### config.mk
export PLATFORM = sky130hd
export DESIGN_NAME = rst_seq_top
export DESIGN_NICKNAME = d
export VERILOG_FILES = /design/src/rtl/rst_seq_pkg.sv /design/src/rtl/rst_req_filter.sv /design/src/rtl/rst_strap_cap.sv /design/src/rtl/rst_seq_fsm.sv /design/src/rtl/rst_seq_top.sv
export SDC_FILE = /design/constraint.sdc
export NUM_CORES = 1
export LEC_CHECK = 0
export CAP_MARGIN = 20
export CELL_PAD_IN_SITES_DETAIL_PLACEMENT = 0
export CELL_PAD_IN_SITES_GLOBAL_PLACEMENT = 1
export CORE_MARGIN = 2
export CORE_UTILIZATION = 47
export DETAILED_ROUTE_END_ITERATION = 16
export PLACE_DENSITY = 0.9
export REMOVE_ABC_BUFFERS = 1
export SKIP_CTS_REPAIR_TIMING = 1
export SLEW_MARGIN = 10
export SYNTH_ARGS = -nofsm -noshare
export SYNTH_HDL_FRONTEND = slang
export SYNTH_SLANG_ARGS = --single-unit
### constraint.sdc
create_clock -name clk_i -period 2.4 [get_ports clk_i]
set_input_delay 0.72 -clock clk_i [delete_from_list [all_inputs] [get_ports clk_i]]
set_output_delay 0.72 -clock clk_i [all_outputs]
set_load 0.02 [all_outputs]
### src/rtl/rst_seq_pkg.sv
package rst_seq_pkg;
  typedef enum logic [2:0] {
    SEQ_IDLE = 3'd0,
    SEQ_POR  = 3'd1,
    SEQ_BOTH = 3'd2,
    SEQ_GAP  = 3'd3,
    SEQ_SOFT = 3'd4
  } seq_state_e;

  localparam int unsigned SRC_POR  = 0;
  localparam int unsigned SRC_HARD = 1;
  localparam int unsigned SRC_SOFT = 2;
  localparam int unsigned NUM_SRC  = 3;
endpackage

### src/rtl/rst_req_filter.sv
module rst_req_filter #(
  parameter int unsigned LEN = 32
) (
  input  logic clk_i,
  input  logic rst_ni,
  input  logic req_ni,
  output logic fire_o
);
  localparam int unsigned CW = $clog2(LEN + 1);

  logic [CW-1:0] cnt_q;
  logic          fire_q;

  // saturating low-time counter; fire once on reaching LEN
  always_ff @(posedge clk_i or negedge rst_ni) begin
    if (!rst_ni) begin
      cnt_q  <= '0;
      fire_q <= 1'b0;
    end else begin
      fire_q <= !req_ni && (cnt_q == CW'(LEN - 1));
      if (req_ni)                 cnt_q <= '0;
      else if (cnt_q != CW'(LEN)) cnt_q <= cnt_q + 1'b1;
    end
  end

  assign fire_o = fire_q;
endmodule

### src/rtl/rst_strap_cap.sv
module rst_strap_cap #(
  parameter int unsigned W     = 4,
  parameter int unsigned SETUP = 4
) (
  input  logic         clk_i,
  input  logic         rst_ni,
  input  logic [W-1:0] strap_i,
  input  logic         cap_i,
  output logic [W-1:0] strap_o,
  output logic         err_o
);
  logic [W-1:0] hist_q [SETUP];
  logic [W-1:0] strap_q;
  logic         err_q;
  logic         stable;

  always_comb begin
    stable = 1'b1;
    for (int i = 0; i < int'(SETUP); i++) begin
      if (hist_q[i] != strap_i) stable = 1'b0;
    end
  end

  always_ff @(posedge clk_i or negedge rst_ni) begin
    if (!rst_ni) begin
      for (int i = 0; i < int'(SETUP); i++) hist_q[i] <= '0;
    end else begin
      hist_q[0] <= strap_i;
      for (int i = 1; i < int'(SETUP); i++) hist_q[i] <= hist_q[i-1];
    end
  end

  always_ff @(posedge clk_i or negedge rst_ni) begin
    if (!rst_ni) begin
      strap_q <= '0;
      err_q   <= 1'b0;
    end else if (cap_i) begin
      strap_q <= strap_i;
      if (!stable) err_q <= 1'b1;
    end
  end

  assign strap_o = strap_q;
  assign err_o   = err_q;
endmodule

### src/rtl/rst_seq_fsm.sv
module rst_seq_fsm
  import rst_seq_pkg::*;
#(
  parameter int unsigned HOLD_LEN = 512,
  parameter int unsigned GAP_LEN  = 16
) (
  input  logic clk_i,
  input  logic rst_ni,
  input  logic por_ni,
  input  logic por_fire_i,
  input  logic hard_fire_i,
  input  logic soft_fire_i,
  output logic hard_pull_o,
  output logic soft_pull_o,
  output logic busy_o,
  output logic cap_o
);
  localparam int unsigned MAX_LEN = (HOLD_LEN > GAP_LEN) ? HOLD_LEN : GAP_LEN;
  localparam int unsigned CW      = $clog2(MAX_LEN + 1);

  seq_state_e    state_q, state_d;
  logic [CW-1:0] cnt_q, cnt_d;
  logic          hold_done, gap_done;

  assign hold_done = (cnt_q == CW'(HOLD_LEN - 1));
  assign gap_done  = (cnt_q == CW'(GAP_LEN - 1));
  assign cap_o     = (state_q == SEQ_POR) && por_ni;

  always_comb begin
    state_d = state_q;
    cnt_d   = cnt_q + 1'b1;
    if (por_fire_i) begin
      state_d = SEQ_POR;
      cnt_d   = '0;
    end else begin
      unique case (state_q)
        SEQ_IDLE: begin
          cnt_d = '0;
          if (hard_fire_i)      state_d = SEQ_BOTH;
          else if (soft_fire_i) state_d = SEQ_SOFT;
        end
        SEQ_POR: begin
          cnt_d = '0;
          if (por_ni) state_d = SEQ_BOTH;
        end
        SEQ_BOTH: if (hold_done) begin
          state_d = SEQ_GAP;
          cnt_d   = '0;
        end
        SEQ_GAP: if (gap_done) begin
          state_d = SEQ_IDLE;
          cnt_d   = '0;
        end
        SEQ_SOFT: if (hold_done) begin
          state_d = SEQ_IDLE;
          cnt_d   = '0;
        end
        default: begin
          state_d = SEQ_IDLE;
          cnt_d   = '0;
        end
      endcase
    end
  end

  always_ff @(posedge clk_i or negedge rst_ni) begin
    if (!rst_ni) begin
      state_q <= SEQ_IDLE;
      cnt_q   <= '0;
    end else begin
      state_q <= state_d;
      cnt_q   <= cnt_d;
    end
  end

  assign hard_pull_o = (state_q == SEQ_POR) || (state_q == SEQ_BOTH);
  assign soft_pull_o = hard_pull_o || (state_q == SEQ_GAP) || (state_q == SEQ_SOFT);
  assign busy_o      = (state_q != SEQ_IDLE);
endmodule

### src/rtl/rst_seq_top.sv
module rst_seq_top
  import rst_seq_pkg::*;
#(
  parameter int unsigned FILT_LEN  = 32,
  parameter int unsigned HOLD_LEN  = 512,
  parameter int unsigned GAP_LEN   = 16,
  parameter int unsigned SETUP_LEN = 4,
  parameter int unsigned SRC_W     = 3
) (
  input  logic             clk_i,
  input  logic             rst_ni,
  input  logic             por_ni,
  input  logic             hard_req_ni,
  input  logic             soft_req_ni,
  input  logic [SRC_W-1:0] strap_src_i,
  input  logic             strap_div_i,
  output logic             hard_pull_o,
  output logic             soft_pull_o,
  output logic [SRC_W-1:0] strap_src_o,
  output logic             strap_div_o,
  output logic             strap_err_o,
  output logic             busy_o
);
  localparam int unsigned STRAP_W = SRC_W + 1;

  logic [NUM_SRC-1:0] req_n, fire;
  logic [STRAP_W-1:0] strap_in, strap_lat;
  logic               cap;

  assign req_n[SRC_POR]  = por_ni;
  assign req_n[SRC_HARD] = hard_req_ni;
  assign req_n[SRC_SOFT] = soft_req_ni;

  for (genvar g = 0; g < int'(NUM_SRC); g++) begin : g_filt
    rst_req_filter #(.LEN(FILT_LEN)) filt_i (
      .clk_i  (clk_i),
      .rst_ni (rst_ni),
      .req_ni (req_n[g]),
      .fire_o (fire[g])
    );
  end

  rst_seq_fsm #(.HOLD_LEN(HOLD_LEN), .GAP_LEN(GAP_LEN)) fsm_i (
    .clk_i       (clk_i),
    .rst_ni      (rst_ni),
    .por_ni      (por_ni),
    .por_fire_i  (fire[SRC_POR]),
    .hard_fire_i (fire[SRC_HARD]),
    .soft_fire_i (fire[SRC_SOFT]),
    .hard_pull_o (hard_pull_o),
    .soft_pull_o (soft_pull_o),
    .busy_o      (busy_o),
    .cap_o       (cap)
  );

  assign strap_in = {strap_div_i, strap_src_i};

  rst_strap_cap #(.W(STRAP_W), .SETUP(SETUP_LEN)) cap_i (
    .clk_i   (clk_i),
    .rst_ni  (rst_ni),
    .strap_i (strap_in),
    .cap_i   (cap),
    .strap_o (strap_lat),
    .err_o   (strap_err_o)
  );

  assign strap_div_o = strap_lat[STRAP_W-1];
  assign strap_src_o = strap_lat[SRC_W-1:0];
endmodule

* Yosys cells after proc, flatten, opt, wreduce, memory -nomap -nowiden
Cells that the tools add are included.
** Word-level totals
- Memory bits (read-only) :: 0
- RAM bits :: 0
- Bits in latches :: 0
- Register bits :: 55
- Word-level logic and storage cells :: 80
- Memories kept :: 0
- Input port bits :: 9
** Operators by class
- Order comparisons :: 0
- Multiplexer cells :: 22
- Add/sub/neg operators :: 4
- Shift operators :: 0
- Reductions and logical operators :: 18
- Divide/modulo/power cells :: 0
- Equality and inequality tests :: 21
- Multiply operators :: 0
- Bitwise gates (word level) :: 1
** Operators by type and width (count)
- two-way mux 6 bit :: 6
- two-way mux 10 bit :: 3
- two-way mux 3 bit :: 7
- case mux 10 bit (2 select lines) :: 1
- adder 6 x 1 -> 6 bit (second input constant) :: 3
- == test 6 x 5 -> 1 bit (second input constant) :: 3
- != test 6 bit (second input constant) :: 3
- != test 4 bit :: 4
- case mux 3 bit (5 select lines) :: 1
- adder 10 x 1 -> 10 bit (second input constant) :: 1
- == test 10 x 4 -> 1 bit (second input constant) :: 1
- == test 10 x 9 -> 1 bit (second input constant) :: 1
- != test 3 x 2 -> 1 bit (second input constant) :: 3
- == test 3 x 2 -> 1 bit (second input constant) :: 2
- nonzero test 2 bit :: 3
- AND reduction 5 bit :: 1
- logical AND 1 bit :: 4
- two-way mux 1 bit :: 4
- != test 4 bit (second input constant) :: 1
- == test 3 x 1 -> 1 bit (second input constant) :: 1
- == test 3 bit (second input constant) :: 1
- zero test 1 bit :: 3
- zero test 3 bit :: 1
- logical OR 1 bit :: 3
- 5 further kinds :: 5

* Depth between registers and ports, before layout
Gate-level depths: netlist of run 1.
- Depth after elaboration :: 7
- Mapped depth :: 6

* Cells and area by module
Synthesis of run 1 repeated with hierarchy kept, for this count alone.
** Second synthesis, totals
- Cell total of the unflattened synthesis :: 215
- Area, all modules :: 2473.6 µm²
** Modules (own cells, without submodules)
- rst_req_filter :: sequential area each 175.2 µm², times used 3, area each 356.6 µm², cells each 34
- rst_seq_fsm :: sequential area each 325.3 µm², times used 1, area each 724.4 µm², cells each 74
- rst_strap_cap :: sequential area each 525.5 µm², times used 1, area each 679.4 µm², cells each 39

* Least setup slack after synthesis of run 1
No wires, ideal clock.
- Path kind :: reg-to-reg
- Start :: reg fsm_i.cnt_q[0]
- End :: reg fsm_i.state_q[1]
- Period minus slack after synthesis :: 1.883 ns
- Data required time :: 2.275 ns
- Library setup time :: 0.125 ns
- Path buffers :: 0
- Slack :: 0.517 ns
- Stages on the path, launching flop included :: 6
- Arrival time :: 1.758 ns
- Cells stage by stage :: dfrtp_1 ha_1 nand4_1 or3_2 a21oi_4 mux2_4
** On the way
- Cells in the longest elaborated chain, start to end :: 3
** Ends and longest elaborated chain
- start: declaration :: RTL line rst_seq_fsm.sv:22 : logic [CW-1:0] cnt_q, cnt_d;
- start signal: assignment :: RTL line rst_seq_fsm.sv:72 : cnt_q <= cnt_d;
- == test 10 x 9 -> 1 bit / == test 10 x 4 -> 1 bit (equally long branches) :: RTL line rst_seq_fsm.sv:25, rst_seq_fsm.sv:26
- != test 3 x 2 -> 1 bit (no line)
- AND reduction 5 bit (no line) (*)
- end signal: assignment :: RTL line rst_seq_fsm.sv:71 : state_q <= state_d;
- end: declaration :: RTL line rst_seq_fsm.sv:21 : seq_state_e state_q, state_d;
Every way passes the cells marked *; elsewhere a longest branch is shown, timed or not.
A chain may end at the register's enable or synchronous reset.

* Final worst setup path of run 1
- Start :: reg fsm_i.state_q[0]
- End :: out busy_o
** On the way
- Cells in the longest elaborated chain, start to end :: 1
** Ends and longest elaborated chain
- nonzero test 3 bit :: RTL line rst_seq_fsm.sv:78 : assign busy_o = (state_q != SEQ_IDLE);
- end: declaration :: RTL line rst_seq_top.sv:22 : output logic busy_o
No other way between the ends.

==> flow_summary.json, run 1 <==
{
  "yosys-top-cells-area": "dfrtp_1 56%, xnor2_1 5.4%, ha_1 3.6%, xor2_1 3.6%, nor2_1 3.5%",
  "placed_cells": 295,
  "post-dp-hpwl_mm": 2.685,
  "clk_latency_ps": 310,
  "finalSetupViolCount": 0,
  "crit_chain": "or3_1, dlymetal6s2s_1",
  "crit_start": "fsm_i.state_q[0]",
  "power_leakage_nw": 1.202,
  "dieWidth_um": 76.09,
  "cts_max_level": 2,
  "instances_no_fill": 303,
  "slew_viol_final": 0,
  "worst_clock_skew_ps": 4.462,
  "die-area_um2": 5789,
  "clk_path_buf_depth": 2,
  "crit_end": "busy_o",
  "status": "completed",
  "drtIter0Drc": 63,
  "routed_wl_mm": 3.920,
  "power_mw": 2.241,
  "diodes": 0,
  "grt_max_degree": 36,
  "cp.depth": 2,
  "synth_area_leader_cell": "dfrtp_1",
  "grt_use_total": 0.1477,
  "report.final.hold_viol_count": 0,
  "cts.clk_slew.worst_paths_ps": 100,
  "r2r_cells": 5,
  "crit_path_start_kind": "flip-flop",
  "worstPathArrival_ps": 1380,
  "synth.distinct_cells": 36,
  "post-route-period-util": 0.8749,
  "ys_seq_area_frac": 0.5635,
  "drc_errors": 0,
  "r2r_setup_slack_ps": 300,
  "start_util": 0.4813,
  "die_h_um": 76.09,
  "tightest_slew_ps": 668.0,
  "grt_pass1_wl_mm": 7.003,
  "fp-row-count": 26,
  "cp.required_ps": 1680,
  "place_ws_ps": 110.9,
  "io_buffers": 16,
  "fin_area_um2": 2825,
  "min_period_ps": 2100,
  "vias": 1561,
  "cts_root_buf": "clkbuf_8",
  "critPathSlowestCell": "dfrtp_2",
  "crit_type": "flip-flop to output port",
  "dpl_cell_area_um2": 2698,
  "yosys_register_bits": 55,
  "core_area_um2": 5075,
  "maxCapViolCount": 0,
  "grt-ovfl-total": 0,
  "wl_per_cell_um": 12.94,
  "max-vdd-ir-drop_uv": 473.0,
  "relSlewSlack": 0.5506,
  "cellPowerDensity_nw_per_um2": 793.3,
  "cts.sinks": 55,
  "cts_buffers": 5,
  "io_pins": 17,
  "via_per_inst": 5.152,
  "grt_pass1_vias": 1589,
  "gp_congestion": 0.8011,
  "drt-pass1-iter-count": 6,
  "end_kind": "output port",
  "syn_to_final_growth_pct": 15.68,
  "synth_area_um2": 2442,
  "syn_avg_cell_area_um2": 11.52,
  "yosys_warnings": 0,
  "cp_max_fo": 11,
  "setup_tns_ps": 0,
  "synth.top_cell.area_share": 0.5635,
  "ant_nets": 0,
  "fin_nets": 248,
  "reg2reg_from": "fsm_i.cnt_q[0]",
  "hp-class": "primary input to asynchronous set/reset pin",
  "r2r_end": "fsm_i.state_q[1]",
  "finalWorstSetupSlack_ps": 300.1,
  "rsz0062_at_grt": "false",
  "syn_inst": 212,
  "antenna_found_initial": 0,
  "cp_slowest_stage_delay_ps": 490,
  "fmax_mhz": 476.2,
  "path_delay_family": "flip-flops",
  "cts_tree": "built",
  "crit_buf_inv": 1,
  "drive_above_1_share": 0.1159
}
final cells by class:
type | instances | area (um^2)
Inverter | 8 | 30.03
Multi-Input combinational cell | 143 | 1013
Tap cell | 70 | 87.58
Fill cell | 463 | 2250
Timing Repair Buffer | 19 | 197.7
Clock inverter | 3 | 47.55
Sequential cell | 55 | 1380
Clock buffer | 5 | 68.82
placed cells by master (no fill, tap or decap), drive strengths merged, types with 2 or more instances in the layout:
cell,n
mux2,5
nand3,14
nor4b,5
dlymetal6s2s,3
a21oi,4
mux2i,6
ha,7
xor2,10
clkbuf,5
or4,5
nand2b,3
nor3,14
clkdlybuf4s50,12
nand2,5
nor2b,2
nor3b,2
and3,2
nand4,7
or2,2
or3,2
nor2,23
xnor2,15
dfrtp,55
buf,4
inv,9
nor4,2
worst register-to-register path, stage by stage, from the launching register on:
cell	delay, ps
dfrtp_1	410
ha_1	240
nand4_1	160
or3_2	550
a21oi_4	320
mux2_4	330
per-layer routing:
layer / part of all wire / global-route usage / vias up
met4: 0.016 / 0.05455 / 0
met5: 0 / 0 / -
met1: 0.51 / 0.2008 / 761
met3: 0.027 / 0.03199 / 8
li1: - / - / 776
met2: 0.45 / 0.2348 / 16
worst min path at each step:
stage                         start                   endpoint  slack (ps)  cells past startpoint
floorplan           cap_i.hist_q[4]            cap_i.hist_q[0]         370                      0
CTS                          rst_ni  g_filt[1].filt_i.cnt_q[0]         370                      1
global placement    cap_i.hist_q[6]            cap_i.hist_q[2]         380                      0
finish                       rst_ni  g_filt[1].filt_i.cnt_q[0]         350                      1
global route                 rst_ni  g_filt[0].filt_i.cnt_q[1]         380                      1
detailed placement  cap_i.hist_q[6]            cap_i.hist_q[2]         380                      0
through the flow:
step             util  hold WS (ps)
3_5_place_dp   0.5316         384.9
6_report       0.5567         354.2
2_1_floorplan       -         366.0
3_3_place_gp   0.5316         379.7
5_1_grt        0.5567         377.9
4_1_cts        0.5545         366.0
power by group:
group / internal [mW] / switching, mW
logic: 0.258 / 0.269
registers: 1.01 / 0.0774
clock network: 0.317 / 0.310
total: 1.59 / 0.656
synthesized netlist by cell type:
master / number
nor2_1: 23
nand3_1: 14
nor4_1: 2
and4b_1: 1
a21oi_1: 3
nor3b_1: 1
or3_2: 1
nand2b_1: 3
nand4_1: 7
dfrtp_1: 55
a211oi_1: 1
a22oi_1: 1
nor2b_1: 2
mux2_4: 1
and3_1: 2
a2111oi_0: 1
or4_1: 4
nor3b_2: 1
nand2_1: 5
o311a_4: 1
inv_1: 8
or4_4: 1
or3_1: 1
a21o_1: 1
or2_2: 2
nor3_1: 14
nor4b_1: 5
xnor2_1: 15
clkbuf_1: 6
a21oi_4: 1
o21bai_1: 1
mux2_2: 4
xor2_1: 10
ha_1: 7
o311ai_0: 1
mux2i_1: 6
flip-flops by register name (all words and copies together), names as in the netlist:
signal                cells
g_filt.filt_i.fire_o      3
cap_i.hist_q             16
cap_i.strap_o             4
g_filt.filt_i.cnt_q      18
fsm_i.state_q             3
fsm_i.cnt_q              10
cap_i.err_o               1
cell families (layout without fill, tap and decap cells):
logic type / count (synthesis) / count (layout) / synth area share
and+or+nand+nor: 89 / 89 / 0.1993
muxes: 11 / 11 / 0.04918
DFF: 55 / 55 / 0.5635
AOI/OAI and AO/OA: 11 / 11 / 0.04099
buffers and inverters: 14 / 35 / 0.02152
xor gates and xnor gates: 25 / 25 / 0.08965
adders and majority gates: 7 / 7 / 0.03586
(Power assumes the default switching activity.)
==> inputs of run 2 (changes only) <==
Settings changed: CORE_UTILIZATION 47 to 44, PLACE_DENSITY 0.9 to 0.85.
==> flow_summary.json, run 2 (same netlist as run 1, synthesis figures left out) <==
{
  "grt_pass1_vias": 1566,
  "layout_commonest_cell": "dfrtp_1",
  "core_area_um2": 5439,
  "cts_root_buf": "clkbuf_8",
  "io_buffers": 16,
  "cellPowerDensity_nw_per_um2": 764.7,
  "grt_pass1_wl_mm": 7.238,
  "fp-row-count": 27,
  "drive_above_1_share": 0.1181,
  "die_h_um": 78.51,
  "cts.sinks": 55,
  "clk_path_buf_depth": 2,
  "min_period_ps": 2098,
  "io_pins": 17,
  "worst_clock_skew_ps": 5.894,
  "report.final.hold_viol_count": 0,
  "setup_tns_ps": 0,
  "power_leakage_nw": 1.217,
  "crit_path_start_kind": "flip-flop",
  "grt_use_total": 0.1469,
  "wl_per_cell_um": 12.92,
  "end_kind": "output port",
  "r2r_cells": 5,
  "fmax_mhz": 476.6,
  "cp_max_fo": 8,
  "cts_tree": "built",
  "r2r_end": "fsm_i.state_q[1]",
  "ant_nets": 0,
  "crit_type": "flip-flop to output port",
  "maxCapViolCount": 0,
  "gp_congestion": 0.7603,
  "final_cell_mix": "55 x dfrtp_1, 23 x nor2_1, 15 x xnor2_1, 14 x nand3_1, 14 x nor3_1",
  "drt-pass1-iter-count": 4,
  "largest_reg_flops": 18,
  "n_fill_cell": 475,
  "cts.clk_slew.worst_paths_ps": 100,
  "syn_to_final_growth_pct": 15.83,
  "slew_viol_final": 0,
  "max-vdd-ir-drop_uv": 309.6,
  "cp.required_ps": 1680,
  "cts_max_level": 2,
  "relSlewSlack": 0.5040,
  "finalSetupViolCount": 0,
  "fin_nets": 252,
  "post-route-period-util": 0.8743,
  "grt_max_degree": 56,
  "post-dp-hpwl_mm": 2.803,
  "hp-class": "primary input to asynchronous set/reset pin",
  "die-area_um2": 6163,
  "top_regs": "g_filt.filt_i.cnt_q x18, cap_i.hist_q x16, fsm_i.cnt_q x10",
  "rsz0062_at_grt": "false",
  "power_mw": 2.163,
  "clk_latency_ps": 310,
  "reg2reg_from": "fsm_i.cnt_q[0]",
  "tightest_slew_ps": 737.2,
  "drc_errors": 0,
  "dieWidth_um": 78.51,
  "status": "completed",
  "drtIter0Drc": 64,
  "vias": 1592,
  "regMostFlops": "g_filt.filt_i.cnt_q",
  "r2r_setup_slack_ps": 450,
  "diodes": 0,
  "via_per_inst": 5.152,
  "antenna_found_initial": 0,
  "worstPathArrival_ps": 1380,
  "grt-ovfl-total": 0,
  "routed_wl_mm": 3.993,
  "start_util": 0.4490,
  "cts_buffers": 5
}
## run 2: routing by layer
metal / vias to the layer above / GRT usage / wire [um]
met3: 2 / 0.04023 / 110
met2: 17 / 0.2291 / 1938
li1: 788 / - / -
met4: 0 / 0.04386 / 16
met1: 785 / 0.2008 / 1928
met5: - / 0 / 0
## run 2: worst max-delay path, stage by stage (launching register included)
cell            delay (ps)
dfrtp_1                480
or3_1                  380
dlymetal6s2s_1         220
## run 2: worst max path at each step
stage,endpoint,slack [ps],from,depth (start not counted)
floorplan,fsm_i.state_q[1],520,fsm_i.cnt_q[0],5
global placement,cap_i.err_o,150,strap_src_i[1],5
detailed placement,cap_i.err_o,100,strap_src_i[0],5
CTS,hard_pull_o,-90,fsm_i.state_q[0],4
global route,soft_pull_o,190,fsm_i.state_q[1],3
finish,busy_o,300,fsm_i.state_q[1],2
## run 2: power by group
part | total, mW | switching (mW) | internal [mW]
Clock | 0.520 | 0.308 | 0.212
Sequential | 1.08 | 0.0720 | 1.01
Combinational | 0.562 | 0.282 | 0.280
Total | 2.16 | 0.662 | 1.50
## run 2: layout make-up
| class | count | area (um^2) | area share |
|---|---|---|---|
| clock buffer | 5 | 68.82 | 0.02433 |
| clock inverter | 3 | 22.52 | 0.007961 |
| inverter | 8 | 30.03 | 0.01061 |
| multi-input combinational | 143 | 1013 | 0.3582 |
| sequential | 55 | 1376 | 0.4865 |
| tap | 72 | 90.09 | 0.03184 |
| timing repair buffer | 23 | 227.7 | 0.08050 |
## run 2: per-stage QoR
step | hold slack [ps] | utilization | setup WS (ps) | std cells | area [um^2]
5_1_grt | 401.4 | 0.5201 | 193.2 | 309 | 2829
2_1_floorplan | 366.0 | - | 517.3 | 206 | 2420
4_1_cts | 398.1 | 0.5187 | -93.00 | 309 | 2821
6_report | 383.5 | 0.5201 | 301.7 | 309 | 2829
3_3_place_gp | 375.1 | 0.5020 | 148.9 | 301 | 2730
3_5_place_dp | 375.1 | 0.5020 | 102.3 | 301 | 2730
==> inputs of run 3 (changes only) <==
Settings changed: GPL_ROUTABILITY_DRIVEN set to 0.
==> results of run 3 <==
No change in the layout: final DEF, timing and power equal those of run 2.
